`src/rtl/ecg_pkg.sv`:
```
package ecg_pkg;
  localparam logic [11:0] OFF_CNT     = 12'h000;
  localparam logic [11:0] OFF_EVT     = 12'h400;
  localparam logic [11:0] OFF_SMR     = 12'hA00;
  localparam logic [11:0] OFF_CEN_SET = 12'hC00;
  localparam logic [11:0] OFF_CEN_CLR = 12'hC20;
  localparam logic [11:0] OFF_IEN_SET = 12'hC40;
  localparam logic [11:0] OFF_IEN_CLR = 12'hC60;
  localparam logic [11:0] OFF_OVF_CLR = 12'hC80;
  localparam logic [11:0] OFF_OVF_SET = 12'hCC0;
  localparam logic [11:0] OFF_CFG     = 12'hE00;
  localparam logic [11:0] OFF_CTRL    = 12'hE04;
  localparam logic [11:0] OFF_EMAP_LO = 12'hE20;
  localparam logic [11:0] OFF_EMAP_HI = 12'hE28;
  localparam logic [11:0] OFF_IRQCTL  = 12'hE50;
  localparam logic [15:0] EVT_HALT    = 16'hFFFF;

  typedef struct packed {
    logic cen_set;
    logic cen_clr;
    logic ien_set;
    logic ien_clr;
    logic ovf_set;
    logic ovf_clr;
    logic cfg;
    logic ctrl;
    logic emap_lo;
    logic emap_hi;
    logic irqctl;
  } ecg_hit_t;
endpackage

```
`src/rtl/ecg_decode.sv`:
```
module ecg_decode
  import ecg_pkg::*;
#(
  parameter int NUM_CNT = 4,
  parameter int CNT_W   = 32
) (
  input  logic [11:0]        addr_i,
  output logic [NUM_CNT-1:0] cnt_hit_o,
  output logic [NUM_CNT-1:0] evt_hit_o,
  output logic [NUM_CNT-1:0] smr_hit_o,
  output ecg_hit_t           hit_o
);
  localparam int STRIDE = (CNT_W > 32) ? 8 : 4;

  for (genvar i = 0; i < NUM_CNT; i++) begin : g_hit
    assign cnt_hit_o[i] = (addr_i == OFF_CNT + 12'(i * STRIDE));
    assign evt_hit_o[i] = (addr_i == OFF_EVT + 12'(i * 4));
    assign smr_hit_o[i] = (addr_i == OFF_SMR + 12'(i * 4));
  end

  always_comb begin
    hit_o.cen_set = (addr_i == OFF_CEN_SET);
    hit_o.cen_clr = (addr_i == OFF_CEN_CLR);
    hit_o.ien_set = (addr_i == OFF_IEN_SET);
    hit_o.ien_clr = (addr_i == OFF_IEN_CLR);
    hit_o.ovf_set = (addr_i == OFF_OVF_SET);
    hit_o.ovf_clr = (addr_i == OFF_OVF_CLR);
    hit_o.cfg     = (addr_i == OFF_CFG);
    hit_o.ctrl    = (addr_i == OFF_CTRL);
    hit_o.emap_lo = (addr_i == OFF_EMAP_LO);
    hit_o.emap_hi = (addr_i == OFF_EMAP_HI);
    hit_o.irqctl  = (addr_i == OFF_IRQCTL);
  end
endmodule

```
`src/rtl/ecg_bitreg.sv`:
```
module ecg_bitreg #(
  parameter int W = 4
) (
  input  logic         clk_i,
  input  logic         rst_ni,
  input  logic         set_i,
  input  logic         clr_i,
  input  logic [W-1:0] mask_i,
  input  logic [W-1:0] hw_set_i,
  output logic [W-1:0] q_o
);
  logic [W-1:0] q_d;

  // hardware set wins over a software clear in the same cycle
  always_comb begin
    q_d = q_o;
    if (clr_i) q_d = q_d & ~mask_i;
    if (set_i) q_d = q_d | mask_i;
    q_d = q_d | hw_set_i;
  end

  always_ff @(posedge clk_i or negedge rst_ni) begin
    if (!rst_ni) q_o <= '0;
    else         q_o <= q_d;
  end
endmodule

```
`src/rtl/ecg_counter.sv`:
```
module ecg_counter
  import ecg_pkg::*;
#(
  parameter int CNT_W  = 32,
  parameter int NUM_EV = 8
) (
  input  logic              clk_i,
  input  logic              rst_ni,
  input  logic              run_i,
  input  logic [15:0]       evt_i,
  input  logic [NUM_EV-1:0] ev_i,
  input  logic              we_i,
  input  logic [CNT_W-1:0]  wdata_i,
  output logic [CNT_W-1:0]  cnt_o,
  output logic              wrap_o
);
  logic sel;
  logic inc;

  always_comb begin
    sel = 1'b0;
    for (int k = 0; k < NUM_EV; k++)
      if (evt_i == 16'(k)) sel = ev_i[k];
  end

  assign inc    = run_i && (evt_i != EVT_HALT) && sel;
  assign wrap_o = inc && !we_i && (&cnt_o);

  always_ff @(posedge clk_i or negedge rst_ni) begin
    if (!rst_ni)  cnt_o <= '0;
    else if (we_i) cnt_o <= wdata_i;
    else if (inc)  cnt_o <= cnt_o + 1'b1;
  end
endmodule

```
`src/rtl/evt_cnt_group.sv`:
```
module evt_cnt_group
  import ecg_pkg::*;
#(
  parameter int           NUM_CNT = 4,
  parameter int           CNT_W   = 32,
  parameter int           NUM_EV  = 8,
  parameter logic [127:0] EV_MAP  = 128'hFF
) (
  input  logic              clk_i,
  input  logic              rst_ni,
  input  logic              req_i,
  input  logic              we_i,
  input  logic [11:0]       addr_i,
  input  logic [63:0]       wdata_i,
  output logic [63:0]       rdata_o,
  input  logic [NUM_EV-1:0] event_i,
  output logic              irq_o
);
  localparam logic [5:0] NCNT_M1 = 6'(NUM_CNT - 1);
  localparam logic [5:0] WID_M1  = 6'(CNT_W - 1);

  logic [NUM_CNT-1:0] cnt_hit, evt_hit, smr_hit;
  ecg_hit_t           hit;
  logic               wr;
  logic [NUM_CNT-1:0] cnt_we;
  logic [NUM_CNT-1:0] run;
  logic [NUM_CNT-1:0] halt;
  logic [NUM_CNT-1:0] wrap;
  logic [NUM_CNT-1:0] cen_q, ien_q, ovf_q;
  logic [NUM_CNT-1:0][CNT_W-1:0] cnt_all;
  logic [NUM_CNT-1:0][15:0]      evt_q;
  logic [NUM_CNT-1:0][31:0]      smr_q;
  logic               glb_en_q, irq_en_q;
  logic               unused_wdata;

  assign unused_wdata = ^wdata_i;
  assign wr = req_i && we_i;

  ecg_decode #(.NUM_CNT(NUM_CNT), .CNT_W(CNT_W)) u_dec (
    .addr_i    (addr_i),
    .cnt_hit_o (cnt_hit),
    .evt_hit_o (evt_hit),
    .smr_hit_o (smr_hit),
    .hit_o     (hit)
  );

  ecg_bitreg #(.W(NUM_CNT)) u_cen (
    .clk_i (clk_i), .rst_ni (rst_ni),
    .set_i (wr && hit.cen_set), .clr_i (wr && hit.cen_clr),
    .mask_i (wdata_i[NUM_CNT-1:0]), .hw_set_i ('0), .q_o (cen_q)
  );

  ecg_bitreg #(.W(NUM_CNT)) u_ien (
    .clk_i (clk_i), .rst_ni (rst_ni),
    .set_i (wr && hit.ien_set), .clr_i (wr && hit.ien_clr),
    .mask_i (wdata_i[NUM_CNT-1:0]), .hw_set_i ('0), .q_o (ien_q)
  );

  ecg_bitreg #(.W(NUM_CNT)) u_ovf (
    .clk_i (clk_i), .rst_ni (rst_ni),
    .set_i (wr && hit.ovf_set), .clr_i (wr && hit.ovf_clr),
    .mask_i (wdata_i[NUM_CNT-1:0]), .hw_set_i (wrap), .q_o (ovf_q)
  );

  for (genvar i = 0; i < NUM_CNT; i++) begin : g_cnt
    assign cnt_we[i] = wr && cnt_hit[i];
    assign run[i]    = glb_en_q && cen_q[i];
    assign halt[i]   = (evt_q[i] == EVT_HALT);

    always_ff @(posedge clk_i or negedge rst_ni) begin
      if (!rst_ni) begin
        evt_q[i] <= '0;
        smr_q[i] <= '0;
      end else begin
        if (wr && evt_hit[i]) evt_q[i] <= wdata_i[15:0];
        if (wr && smr_hit[i]) smr_q[i] <= wdata_i[31:0];
      end
    end

    ecg_counter #(.CNT_W(CNT_W), .NUM_EV(NUM_EV)) u_counter (
      .clk_i   (clk_i),
      .rst_ni  (rst_ni),
      .run_i   (run[i]),
      .evt_i   (evt_q[i]),
      .ev_i    (event_i),
      .we_i    (cnt_we[i]),
      .wdata_i (wdata_i[CNT_W-1:0]),
      .cnt_o   (cnt_all[i]),
      .wrap_o  (wrap[i])
    );
  end

  always_ff @(posedge clk_i or negedge rst_ni) begin
    if (!rst_ni) begin
      glb_en_q <= 1'b0;
      irq_en_q <= 1'b0;
    end else begin
      if (wr && hit.ctrl)   glb_en_q <= wdata_i[0];
      if (wr && hit.irqctl) irq_en_q <= wdata_i[0];
    end
  end

  assign irq_o = irq_en_q && |(ovf_q & ien_q);

  always_comb begin
    rdata_o = '0;
    for (int i = 0; i < NUM_CNT; i++) begin
      if (cnt_hit[i]) rdata_o[CNT_W-1:0] = cnt_all[i];
      if (evt_hit[i]) rdata_o[15:0]      = evt_q[i];
      if (smr_hit[i]) rdata_o[31:0]      = smr_q[i];
    end
    if (hit.cen_set || hit.cen_clr) rdata_o[NUM_CNT-1:0] = cen_q;
    if (hit.ien_set || hit.ien_clr) rdata_o[NUM_CNT-1:0] = ien_q;
    if (hit.ovf_set || hit.ovf_clr) rdata_o[NUM_CNT-1:0] = ovf_q;
    if (hit.cfg) begin
      rdata_o[5:0]  = NCNT_M1;
      rdata_o[13:8] = WID_M1;
    end
    if (hit.ctrl)    rdata_o[0] = glb_en_q;
    if (hit.irqctl)  rdata_o[0] = irq_en_q;
    if (hit.emap_lo) rdata_o    = EV_MAP[63:0];
    if (hit.emap_hi) rdata_o    = EV_MAP[127:64];
  end
endmodule

```
`config.mk`:
```
export PLATFORM = sky130hd
export DESIGN_NAME = evt_cnt_group
export DESIGN_NICKNAME = d
export VERILOG_FILES = /design/src/rtl/ecg_pkg.sv /design/src/rtl/ecg_decode.sv /design/src/rtl/ecg_bitreg.sv /design/src/rtl/ecg_counter.sv /design/src/rtl/evt_cnt_group.sv
export SDC_FILE = /design/constraint.sdc
export NUM_CORES = 1
export LEC_CHECK = 0
export BUFFER_PORTS_ARGS = -buffer_cell sky130_fd_sc_hd__buf_2
export CORE_MARGIN = 1.5
export CORE_UTILIZATION = 45
export CTS_BUF_LIST = sky130_fd_sc_hd__clkbuf_4
export DETAILED_ROUTE_END_ITERATION = 16
export HOLD_SLACK_MARGIN = 0.05
export SYNTH_ARGS = -nofsm -noshare
export SYNTH_HDL_FRONTEND = slang
export SYNTH_SLANG_ARGS = --single-unit
```
`constraint.sdc`:
```
create_clock -name clk_i -period 3.6 [get_ports clk_i]
set_input_delay 0.36 -clock clk_i [delete_from_list [all_inputs] [get_ports clk_i]]
set_output_delay 0.36 -clock clk_i [all_outputs]
set_load 0.1 [all_outputs]
```
# --- After elaboration in Yosys (flattened, before gate mapping) ---
# Cells that the tools add are included.
classes:
  addsub: 4
  n_eq_ne: 54
  n_mux: 67
  bitwise: 9
  reduce_logical: 63
ops:
  columns: ["cell", "n"]
  rows:
  - ["$mux W32", 17]
  - ["$eq A16 B3 Y1 const B", 16]
  - ["$eq A12 B12 Y1 const B", 15]
  - ["$add A32 B1 Y32 const B", 4]
  - ["$eq A16 B2 Y1 const B", 8]
  - ["$reduce_and A32 Y1", 4]
  - ["$eq A16 B1 Y1 const B", 4]
  - ["$logic_not A16 Y1", 4]
  - ["$mux W16", 4]
  - ["$mux W64", 1]
  - ["$ne A16 B16 Y1 const B", 4]
  - ["$eq A12 B11 Y1 const B", 4]
  - ["$logic_and A1 B1 Y1", 42]
  - ["$mux W4", 9]
  - ["$mux W1", 34]
  - ["$eq A12 B4 Y1 const B", 2]
  - ["$and A4 B4 Y4", 4]
  - ["$or A4 B4 Y4", 4]
  - ["$eq A12 B3 Y1 const B", 1]
  - ["$logic_not A12 Y1", 1]
  - ["$mux W6", 2]
  - ["$reduce_bool A2 Y1", 4]
  - ["$logic_not A1 Y1", 4]
  - ["$not A4 Y4", 1]
  - ["other kinds (2)", 4]
word_totals:
  reg_bits: 334
  input_bits: 88
  wordCells: 214

# --- Logic depth before layout (Yosys ltp) ---
# Gate-level depths: netlist (run 1).
depth:
  ltp_word: 21
  depth_mapped: 10
  ltp_nobuf: 7

# --- By module ---
# A second synthesis (run 1) with hierarchy kept.
hier_totals:
  hier_cells: 2141
  area_unflattened_um2: 20902.5
by_module_without_submodules:
  columns: ["module", "instances", "cells_each", "area_per_inst_um2", "seq_area_each_um2"]
  rows:
  - ["evt_cnt_group", 1, 965, 10657.7, 4854.7]
  - ["ecg_counter at g_cnt[1].u_counter ...", 3, 271, 2343.5, 800.8]
  - ["ecg_counter at g_cnt[0].u_counter", 1, 284, 2372.3, 800.8]
  - ["ecg_bitreg", 3, 12, 155.1, 100.1]
  - ["ecg_decode", 1, 43, 376.6, 0.0]

# --- Least setup slack after synthesis (run 1) ---
# No wires, ideal clock.
synth_path:
  path_kind: "input-to-output"
  from: "input port addr_i[5]"
  to: "output port rdata_o[10]"
  arrival_ps: 4352
  required_time_ps: 3240
  slack_ps: -1112
  path_stages: 9
  n_path_buf: 2
  cell_sequence: "buf_2 nor4_1 nand2_1 nor2_1 clkbuf_1 a21oi_1 nand3_1 a21oi_1 o31ai_1"
synth_between:
  elab_chain_cells: 16
  word_cells_on_any_way: 30
  classes_between: "14 x eq/ne; 15 x mux; 1 x reduce/logical"
synth_rtl:
  columns: ["item", "line_no", "text"]
  rows:
  - ["start, declared", "evt_cnt_group.sv:13", "input logic [11:0] addr_i,"]
  - ["$logic_not A12 Y1", "ecg_decode.sv:16", "assign cnt_hit_o[i] = (addr_i == OFF_CNT + 12'(i * STRIDE));"]
  - ["$mux W32", "evt_cnt_group.sv:108", "if (cnt_hit[i]) rdata_o[CNT_W-1:0] = cnt_all[i];"]
  - ["$mux W16", "evt_cnt_group.sv:109", "if (evt_hit[i]) rdata_o[15:0] = evt_q[i];"]
  - ["$mux W32", "evt_cnt_group.sv:110", "if (smr_hit[i]) rdata_o[31:0] = smr_q[i];"]
  - ["$mux W32", "evt_cnt_group.sv:108", null]
  - ["$mux W16", "evt_cnt_group.sv:109", null]
  - ["$mux W32", "evt_cnt_group.sv:110", null]
  - ["$mux W32", "evt_cnt_group.sv:108", null]
  - ["$mux W16", "evt_cnt_group.sv:109", null]
  - ["$mux W32", "evt_cnt_group.sv:110", null]
  - ["$mux W32", "evt_cnt_group.sv:108", null]
  - ["$mux W16", "evt_cnt_group.sv:109", null]
  - ["$mux W32", "evt_cnt_group.sv:110", null]
  - ["$mux W6", "evt_cnt_group.sv:115", "if (hit.cfg) begin"]
  - ["$mux W32", "evt_cnt_group.sv:121", "if (hit.emap_lo) rdata_o = EV_MAP[63:0];"]
  - ["$mux W64 (*)", "evt_cnt_group.sv:122", "if (hit.emap_hi) rdata_o = EV_MAP[127:64];"]
  - ["end, declared", "evt_cnt_group.sv:15", "output logic [63:0] rdata_o,"]
# Mark *: on every way between the ends. The rest lies on a longest branch, timed or not.

# --- Worst setup path after layout (run 1) ---
layout_path:
  from: "input port addr_i[5]"
  to: "output port rdata_o[30]"
layout_between:
  elab_chain_cells: 11
  word_cells_on_any_way: 20
  classes_between: "9 x eq/ne; 10 x mux; 1 x reduce/logical"
layout_rtl:
  columns: ["item", "line_no"]
  rows:
  - ["$logic_not A12 Y1", "ecg_decode.sv:16"]
  - ["$mux W32", "evt_cnt_group.sv:108"]
  - ["$mux W32", "evt_cnt_group.sv:110"]
  - ["$mux W32", "evt_cnt_group.sv:108"]
  - ["$mux W32", "evt_cnt_group.sv:110"]
  - ["$mux W32", "evt_cnt_group.sv:108"]
  - ["$mux W32", "evt_cnt_group.sv:110"]
  - ["$mux W32", "evt_cnt_group.sv:108"]
  - ["$mux W32", "evt_cnt_group.sv:110"]
  - ["$mux W32", "evt_cnt_group.sv:121"]
  - ["$mux W64 (*)", "evt_cnt_group.sv:122"]
# Marked as above.

==> flow_results.org, run 1 <==
** Routing
- In this run, the number of DRC markers left after iteration 0 of detailed routing was 1,509.
- Via-to-Cell Ratio :: 6.06
- In the routed design, unresolved DRC markers number 0.
- Before antenna repair, the detailed router went through 10 iterations.
- Detailed-route wire length :: 59.3 mm
- The routed layout has approximately 16,000 vias.
- Detailed-route wire length per cell :: ~23 um
- The count of nets left with antenna violations once routing finished came out at 0.

** Global route
- Pin count of the biggest net entering global routing :: 100
- The via count of the first global-routing pass was 15,300.
- Number of antenna violations at the first check in global routing :: 2
- The first global-routing pass estimated 92.0 mm of wire.
- Global routing consumed, over all layers together, 29.0% of the routing resources.
- For this run the aggregate overflow at the end of global routing stands at 0.

** Logic synthesis
- After synthesis, the share of flip-flops with an asynchronous set or reset is 100%.
- The cell area that synthesis handed to floorplanning was 0.0182 mm2.
- Main synth FF type :: sky130_fd_sc_hd__dfrtp_1
- In the synthesized netlist, the number of instances is ~1,800.
- The Yosys step of the flow raised 0 warnings.
- Register bit total from synthesis :: 334
- Distinct cells, synth :: 77
- The share of the Yosys chip area taken by registers is 46.0%.
- In this run, synthesis inferred 0 flip-flops with an integrated enable.
- Synthesized area per cell :: ~10 um2

** Timing
- Final hold violations :: 0
- Setup tns final :: 0 ns
- Timing-limited maximum frequency :: 0.295 GHz
- Subtracting the final worst setup slack from the clock period gives around 3.4 ns.
- Setup repair after global routing missed its margin :: false
- Setup violations remaining at the end of the flow were counted as 0.
- The total count of max-transition violations in the final report is 0.
- Measured against its own limit, the worst slew margin works out to 43.2%.
- Share of the cycle needed by the critical path after routing :: between 90% and 100%
- Setup slack closes at 0.212 ns.
- At the pin with the least slew margin, the transition time is between 0.8 and 0.9 ns.
- On the final layout, the worst clock skew is 0.0386 ns.

** Placed design
- Half-perimeter wire length after detailed placement :: 42.4 mm
- Input and output buffers added on the ports amount to 88.
- Including well taps, the total number of placed cells is 2,392.
- Worst Setup Slack post-DPL :: 0.164 ns
- Global placement routability congestion :: 0.931

** Final layout
- Across the whole layout, storage elements account for 0.00836 mm2.
- Layout filler cell count :: 3,607
- Relative to the synthesized area, the layout overhead comes to 18.7%.
- Once layout is complete, the cells apart from fillers number 2,595.
- Multi-input gate area :: a little over 0.009 mm2
- The net count of the finished layout is 2,091.
- Leaving out fill and tap cells, the most frequent cell in the layout is sky130_fd_sc_hd__dfrtp_1.
- In the final layout, the share of cells above drive strength 1 is 27.4%.
- Most frequent cells in the layout :: sky130_fd_sc_hd__dfrtp_1, sky130_fd_sc_hd__mux2_2, sky130_fd_sc_hd__nand2_1, sky130_fd_sc_hd__clkbuf_4, sky130_fd_sc_hd__nor2_1
- For this run, the share of the core covered by cells in the final layout is 54.1%.

** Clock network
- Clk root buf :: sky130_fd_sc_hd__clkbuf_4
- TritonCTS built the clock tree.
- Clock-pin slew was measured on the worst setup and hold paths at 0.06 ns.
- Buffer levels on the longest clock path :: 3
- TritonCTS sink count :: between 300 and 400
- Clock latency reported for the late side of the worst-skew pair :: 0.79 ns
- CTS H-tree lvls :: 3
- In this run, CTS created clock tree buffers numbering 93.

** Worst setup path
- Signal arrival time at the worst endpoint :: 3.03 ns
- The worst setup path is launched from an input pin.
- Req. time, crit path :: 3.24 ns
- Endpoint kind of the worst setup timing path :: primary output
- Of all nets on the critical path, the largest fanout is 8.
- By startpoint and endpoint, the worst setup path is classified as input pin to primary output.

** Die
- During I/O placement, the number of pins put on the boundary was 153.
- Die W :: 204 um
- Effective utilization at floorplan :: 45.6%
- The die covers 0.0416 mm2.
- Number of rows created at floorplan :: 73
- The core region is approximately 0.04 mm2.
- From bottom edge to top edge, the die measures between 200 and 250 um.

** Power and ir drop
- VDD sags by at most about 0.21 mV.
- Standby leakage power :: 9.46 nW
- Dividing total power by cell area gives a power density of 364 mW/mm2.

** Status
- Run status :: finished clean

** Min path
- The worst hold path belongs to the class input pin to flip-flop.

** Run
- Across the run, the number of max-cap violations was 0.
-- cells in the mapped netlist (28+ instances only) --
cell type	instances	share of area, %
sky130_fd_sc_hd__dfrtp_1	334	46
sky130_fd_sc_hd__mux2_2	201	12
sky130_fd_sc_hd__nand2_1	185	3.8
sky130_fd_sc_hd__nor2_1	133	2.7
sky130_fd_sc_hd__o21ai_0	118	3.3
sky130_fd_sc_hd__clkbuf_1	82	1.7
sky130_fd_sc_hd__xnor2_1	79	3.8
sky130_fd_sc_hd__a21oi_1	74	2.0
sky130_fd_sc_hd__nand3_1	69	1.9
sky130_fd_sc_hd__nor3_1	43	1.2
sky130_fd_sc_hd__nand4_1	40	1.4
sky130_fd_sc_hd__a222oi_1	39	2.1
sky130_fd_sc_hd__xor2_1	39	1.9
sky130_fd_sc_hd__buf_4	32	1.3
sky130_fd_sc_hd__inv_1	28	0.58
sky130_fd_sc_hd__nor4_1	28	0.96
-- flip-flops by register name, indices dropped and copies added (netlist names), named ones only --
signal / cells
g_cnt.u_counter.cnt_o: 128
smr_q: 128
evt_q: 64
u_ovf.q_o: 4
glb_en_q: 1
irq_en_q: 1
-- stage by stage --
stage / total power, mW / instance area, um2 / hold WS, ns
floorplan: 4.12 / 18400 / 0.0644
global placement: 4.32 / 20000 / 0.486
detailed placement: 4.32 / 20000 / 0.489
CTS: 7.94 / 21500 / 0.0790
global route: 8.20 / 21600 / 0.103
finish: 7.86 / 21600 / 0.159
-- routing by layer --
| layer | GRT usage (%) | up-vias | wire length [um] |
|---|---|---|---|
| li1 | - | 7058 | - |
| met1 | 38.6 | 7846 | 24600 |
| met2 | 46.1 | 692 | 27800 |
| met3 | 6.46 | 141 | 4800 |
| met4 | 11.2 | 0 | 2090 |
| met5 | 0 | - | 0 |
-- final cells by class --
cell class,count,share of cell area [%]
inverters,28,0.488
flip-flops and latches,334,38.8
well taps,525,3.05
multi-input cells,1339,43.1
clock inverters,15,0.400
clock buffers,148,5.15
diodes,3,0.0348
repair buffers,203,9.04
-- final timing paths --
| check | startpoint | to | slack [ns] | depth (start not counted) |
|---|---|---|---|---|
| setup reg to reg | evt_q[63]$_DFFE_PN0P_ | u_ovf.q_o[3]$_DFF_PN0_ | 0.60 | 7 |
| hold reg to reg | smr_q[110]$_DFFE_PN0P_ | smr_q[110]$_DFFE_PN0P_ | 0.50 | 1 |
| min in group asynchronous | rst_ni | smr_q[0]$_DFFE_PN0P_ | 0.24 | 2 |
| hold / removal | addr_i[6] | u_ovf.q_o[2]$_DFF_PN0_ | 0.16 | 3 |
| max in group asynchronous | rst_ni | evt_q[58]$_DFFE_PN0P_ | 2.40 | 3 |
| setup / recovery | addr_i[5] | rdata_o[30] | 0.21 | 10 |
-- critical path: stages --
cell and delay [ns]:
sky130_fd_sc_hd__buf_2 0.11, sky130_fd_sc_hd__buf_4 0.15, sky130_fd_sc_hd__nor4_1 0.41, sky130_fd_sc_hd__nand2_1 0.41, sky130_fd_sc_hd__nor2_2 0.49, sky130_fd_sc_hd__buf_4 0.24
sky130_fd_sc_hd__a222oi_1 0.09, sky130_fd_sc_hd__a21oi_1 0.27, sky130_fd_sc_hd__o221a_2 0.29, sky130_fd_sc_hd__buf_12 0.18
-- power by group --
group          internal, mW  leakage (nW)  total [mW]  switching [mW]
logic                 0.105          4.13       0.502           0.397
registers              3.77          4.61        3.79          0.0183
clock network          1.91         0.721        3.57            1.65
total                  5.79          9.46        7.86            2.07
-- kinds of logic (layout without fill, tap and decap cells) --
logic type      count (synthesis)  in the layout  share of synthesized area, %
simple gates                  592            592                          16.0
fa+ha+maj                       4              4                         0.275
buf+inv                       173            394                          4.43
compound gates                369            369                          13.6
xor+xnor                      118            118                          5.69
mux                           224            224                          13.9
other cells                     1             35                        0.0206
flops                         334            334                          46.0
-- repair_timing --
action | in CTS | in global routing
hold buffers | 37 | 0
gates resized for setup | 0 | 1
buffers inserted | 0 | 0
hold endpoints to repair | 357 | 0
endpoints found under the setup margin | 0 | 4
No activity file was read; power rests on OpenSTA's default activity.
==> run 2: changes to the inputs <==
--- a/config.mk
+++ b/config.mk
@@ -11,6 +11,7 @@
 export CTS_BUF_LIST = sky130_fd_sc_hd__clkbuf_4
 export DETAILED_ROUTE_END_ITERATION = 16
 export HOLD_SLACK_MARGIN = 0.05
+export PLACE_DENSITY = 0.72
 export SYNTH_ARGS = -nofsm -noshare
 export SYNTH_HDL_FRONTEND = slang
 export SYNTH_SLANG_ARGS = --single-unit
==> run 2 against run 1 <==
  * Worst setup slack lost 0.057 ns
  * Final cell count shrank 1.4%
  * Die area did not move
  * Critical path type unchanged
  * Largest power group unchanged
  * First-iteration DRC count is 17% higher
  * Flip-flop and latch count unchanged
  * Sequential power barely moved
  * Critical endpoint is now rdata_o[31]
==> flow_results.org, run 2 (synthesis results as in run 1) <==
** Die
- The placement row count is 73 (unchanged).
- Die W :: 204 um (unchanged)
- Effective utilization at floorplan :: 45.6% (unchanged)
- The core area was 0.0398 mm2 (unchanged).
- Overall die area :: 0.0416 mm2 (unchanged)
- Floorplan die height :: 204 um (unchanged)
- The I/O pin count came to 153 (unchanged).

** Power and ir drop
- The power after layout was 7.46 mW (-5.0%).
- Standby leakage power :: 9.30 nW (-1.7%)
- The power per standard cell area came to 350 mW/mm2 (-3.9%).
- Peak VDD IR :: 0.232 mV (+11%)

** Global route
- The global-route wire length before repair was 90.9 mm (-1.3%).
- Number of antenna violations at the first check in global routing :: 3 (+1)
- The combined global-route utilization of all metal layers is 28.3% (-0.75 points).
- Via count of the first global-routing pass :: 15,500 (+1.2%)
- The leftover overflow at the end of global routing is 0 (unchanged).
- The largest net degree at the start of global routing is 95 (-5.0%).

** Timing
- Setup repair after global routing left no endpoint under its margin.
- The total count of max-transition violations in the final report is 0 (unchanged).
- The time the final worst path needs with I/O delays and setup is 3.44 ns (+0.0567 ns).
- Setup violators final :: 0 (unchanged)
- Relative slew margins :: 40.9% (-2.3 points)
- Final hold violations :: 0 (unchanged)
- The worst-case clock skew came to 0.0511 ns (+0.0125 ns).
- The maximum achievable frequency is 0.290 GHz (-1.6%).
- Actual slew at the worst max-slew pin :: 0.885 ns (+0.0420 ns)
- The final-layout worst hold slack came to 0.106 ns (-0.0531 ns).
- The final critical-path share of the clock period is 95.7% (+1.6 points).

** Clock network
- The clock edge transition at the registers on the reported setup and hold paths was 0.07 ns (about the same).
- Clock tree from TritonCTS :: built
- The total clock sinks came to 334 (unchanged).
- Post-CTS Setup Bufs :: 0 (unchanged)
- The clock insertion delay at the later pin of the skew report came to 0.77 ns (-0.02 ns).
- The number of buffers inserted during clock tree synthesis came to 87 (-6.5%).
- Clk root buf :: sky130_fd_sc_hd__clkbuf_4
- CTS H-tree lvls :: 3 (unchanged)
- The number of buffers between clock root and the deepest sink is 3 (unchanged).

** Worst setup path
- Slowest stage cell, crit path :: sky130_fd_sc_hd__or4b_2
- The worst setup path is of the input pin to primary output kind.
- Peak fanout along the critical path :: 10 (+2)
- Walking the worst path, the cells encountered are buf_2, or4b_2, or2_2, nor2_2, buf_4, buf_4, a222oi_1, nand3_1, buf_12.
- The arrival time of the worst setup path is 3.08 ns (+0.05 ns).
- Endpoint kind of the worst setup timing path :: primary output
- Cell seen most often among critical-path stages :: sky130_fd_sc_hd__buf_4
- The data required time at the worst endpoint is 3.24 ns (about the same).
- Delay of the slowest cell on the worst path :: 0.68 ns (+0.19 ns)
- Startpoint types :: input pin

** Routing
- The number of DRC violations after detailed-routing iteration 0 is 1,762 (+17%).
- The via count is 15,900 (+1.2%).
- The per-cell via count in the routed design was 6.22 (+2.6%).
- The first-pass detailed-route iteration total came to 7 (-3).
- The post-route DRC violation count came to 0 (unchanged).
- The antenna violation net count after detailed routing was 0 (unchanged).
- The wire length reported by the detailed router is 58.2 mm (-1.8%).
- Detailed-route wire length per cell :: 22.8 um (-0.41%)

** Final layout
- In the layout the commonest cells are sky130_fd_sc_hd__dfrtp_1, sky130_fd_sc_hd__mux2_2, sky130_fd_sc_hd__nand2_1, sky130_fd_sc_hd__nor2_1, sky130_fd_sc_hd__clkbuf_4.
- The library cell used most frequently in the layout, excluding fill and tap cells, is sky130_fd_sc_hd__dfrtp_1.
- The number of nets in the layout was 2,075 (-0.77%).
- Share of post-route cells with drive strength above 1 :: 26.4% (-1.0 points)
- Multi-input gate area :: 0.00928 mm2 (about the same)
- The count of placed standard cells in the final layout, fillers left out was 2,558 (-1.4%).
- Top flop regs :: g_cnt.u_counter.cnt_o (128), smr_q (128), evt_q (64)
- Post-layout utilization of the core :: 53.5% (-0.63 points)
- Layout filler cell count :: 3,499 (-3.0%)
- The sequential cell area came to 0.00836 mm2 (unchanged).
- From synthesis to final layout, the design area changed by 17.3%.

** Placed design
- The placed wire-length estimate after detailed placement came to 41.2 mm (-2.9%).
- The final weighted congestion in routability-driven placement came to 0.971 (+4.2%).
- Placed insts :: 2,386 (-0.25%)
- The number of port buffers came to 88 (unchanged).

** Run
- Count of maximum capacitance violations :: 0 (unchanged)

** Status
- Run status :: finished clean

** Min path
- Class of the tightest hold or removal check :: input pin to flip-flop
run 2: per-layer routing:
layer | part of all wire (%) | track usage, % | routed length [um] | vias up
li1 | - | - | - | 7001
met4 | 4.5 | 13.3 | 2600 | 2
met5 | 0.021 | 0 | 12 | -
met3 | 9.2 | 5.44 | 5350 | 177
met2 | 46 | 43.7 | 26600 | 847
met1 | 41 | 38.3 | 23700 | 7894
run 2: critical path, delay by kind of cell:
kind	cells	cell delay [ns]
buf+inv	4	0.88
compound gates	1	0.09
simple gates	4	1.72
run 2: worst paths after layout:
path / from / to / slack, ns / cells after the start
worst max register to register: evt_q[63]$_DFFE_PN0P_ / u_ovf.q_o[3]$_DFF_PN0_ / 0.37 / 7
worst min-delay path: wdata_i[0] / g_cnt[2].u_counter.cnt_o[0]$_DFFE_PN0P_ / 0.11 / 3
max in group asynchronous: rst_ni / smr_q[56]$_DFFE_PN0P_ / 2.23 / 3
worst min register to register: smr_q[78]$_DFFE_PN0P_ / smr_q[78]$_DFFE_PN0P_ / 0.51 / 1
min in group asynchronous: rst_ni / g_cnt[1].u_counter.cnt_o[5]$_DFFE_PN0P_ / 0.27 / 2
worst max-delay path: addr_i[3] / rdata_o[31] / 0.16 / 9
run 2: layout make-up:
type | count | share of cell area [%]
Multi-Input combinational cell | 1339 | 43.5
Timing Repair Buffer | 193 | 8.87
Tap cell | 525 | 3.08
Clock buffer | 124 | 4.37
Inverter | 28 | 0.493
Antenna cell | 3 | 0.0352
Clock inverter | 12 | 0.376
Sequential cell | 334 | 39.2
run 2: timing repair:
item | CTS | global route
gates resized for setup | 0 | 1
endpoints found under the setup margin | 0 | 1
hold buffers | 33 | 0
endpoints found under the hold margin | 263 | 0
run 2: metrics by stage:
step / area [um2] / TNS, ns / setup slack, ns
2_1_floorplan: 18400 / -0.264 / -0.264
3_3_place_gp: 20000 / 0 / 0.181
3_5_place_dp: 20000 / 0 / 0.149
4_1_cts: 21300 / 0 / 0.125
5_1_grt: 21300 / 0 / 0.105
6_report: 21300 / 0 / 0.155
run 2: power breakdown:
part,switching (mW),leakage (nW),internal (mW),total (mW)
Sequential,0.0185,4.61,3.77,3.79
Combinational,0.391,4.08,0.0990,0.490
Clock,1.56,0.608,1.63,3.18
Total,1.96,9.30,5.50,7.46
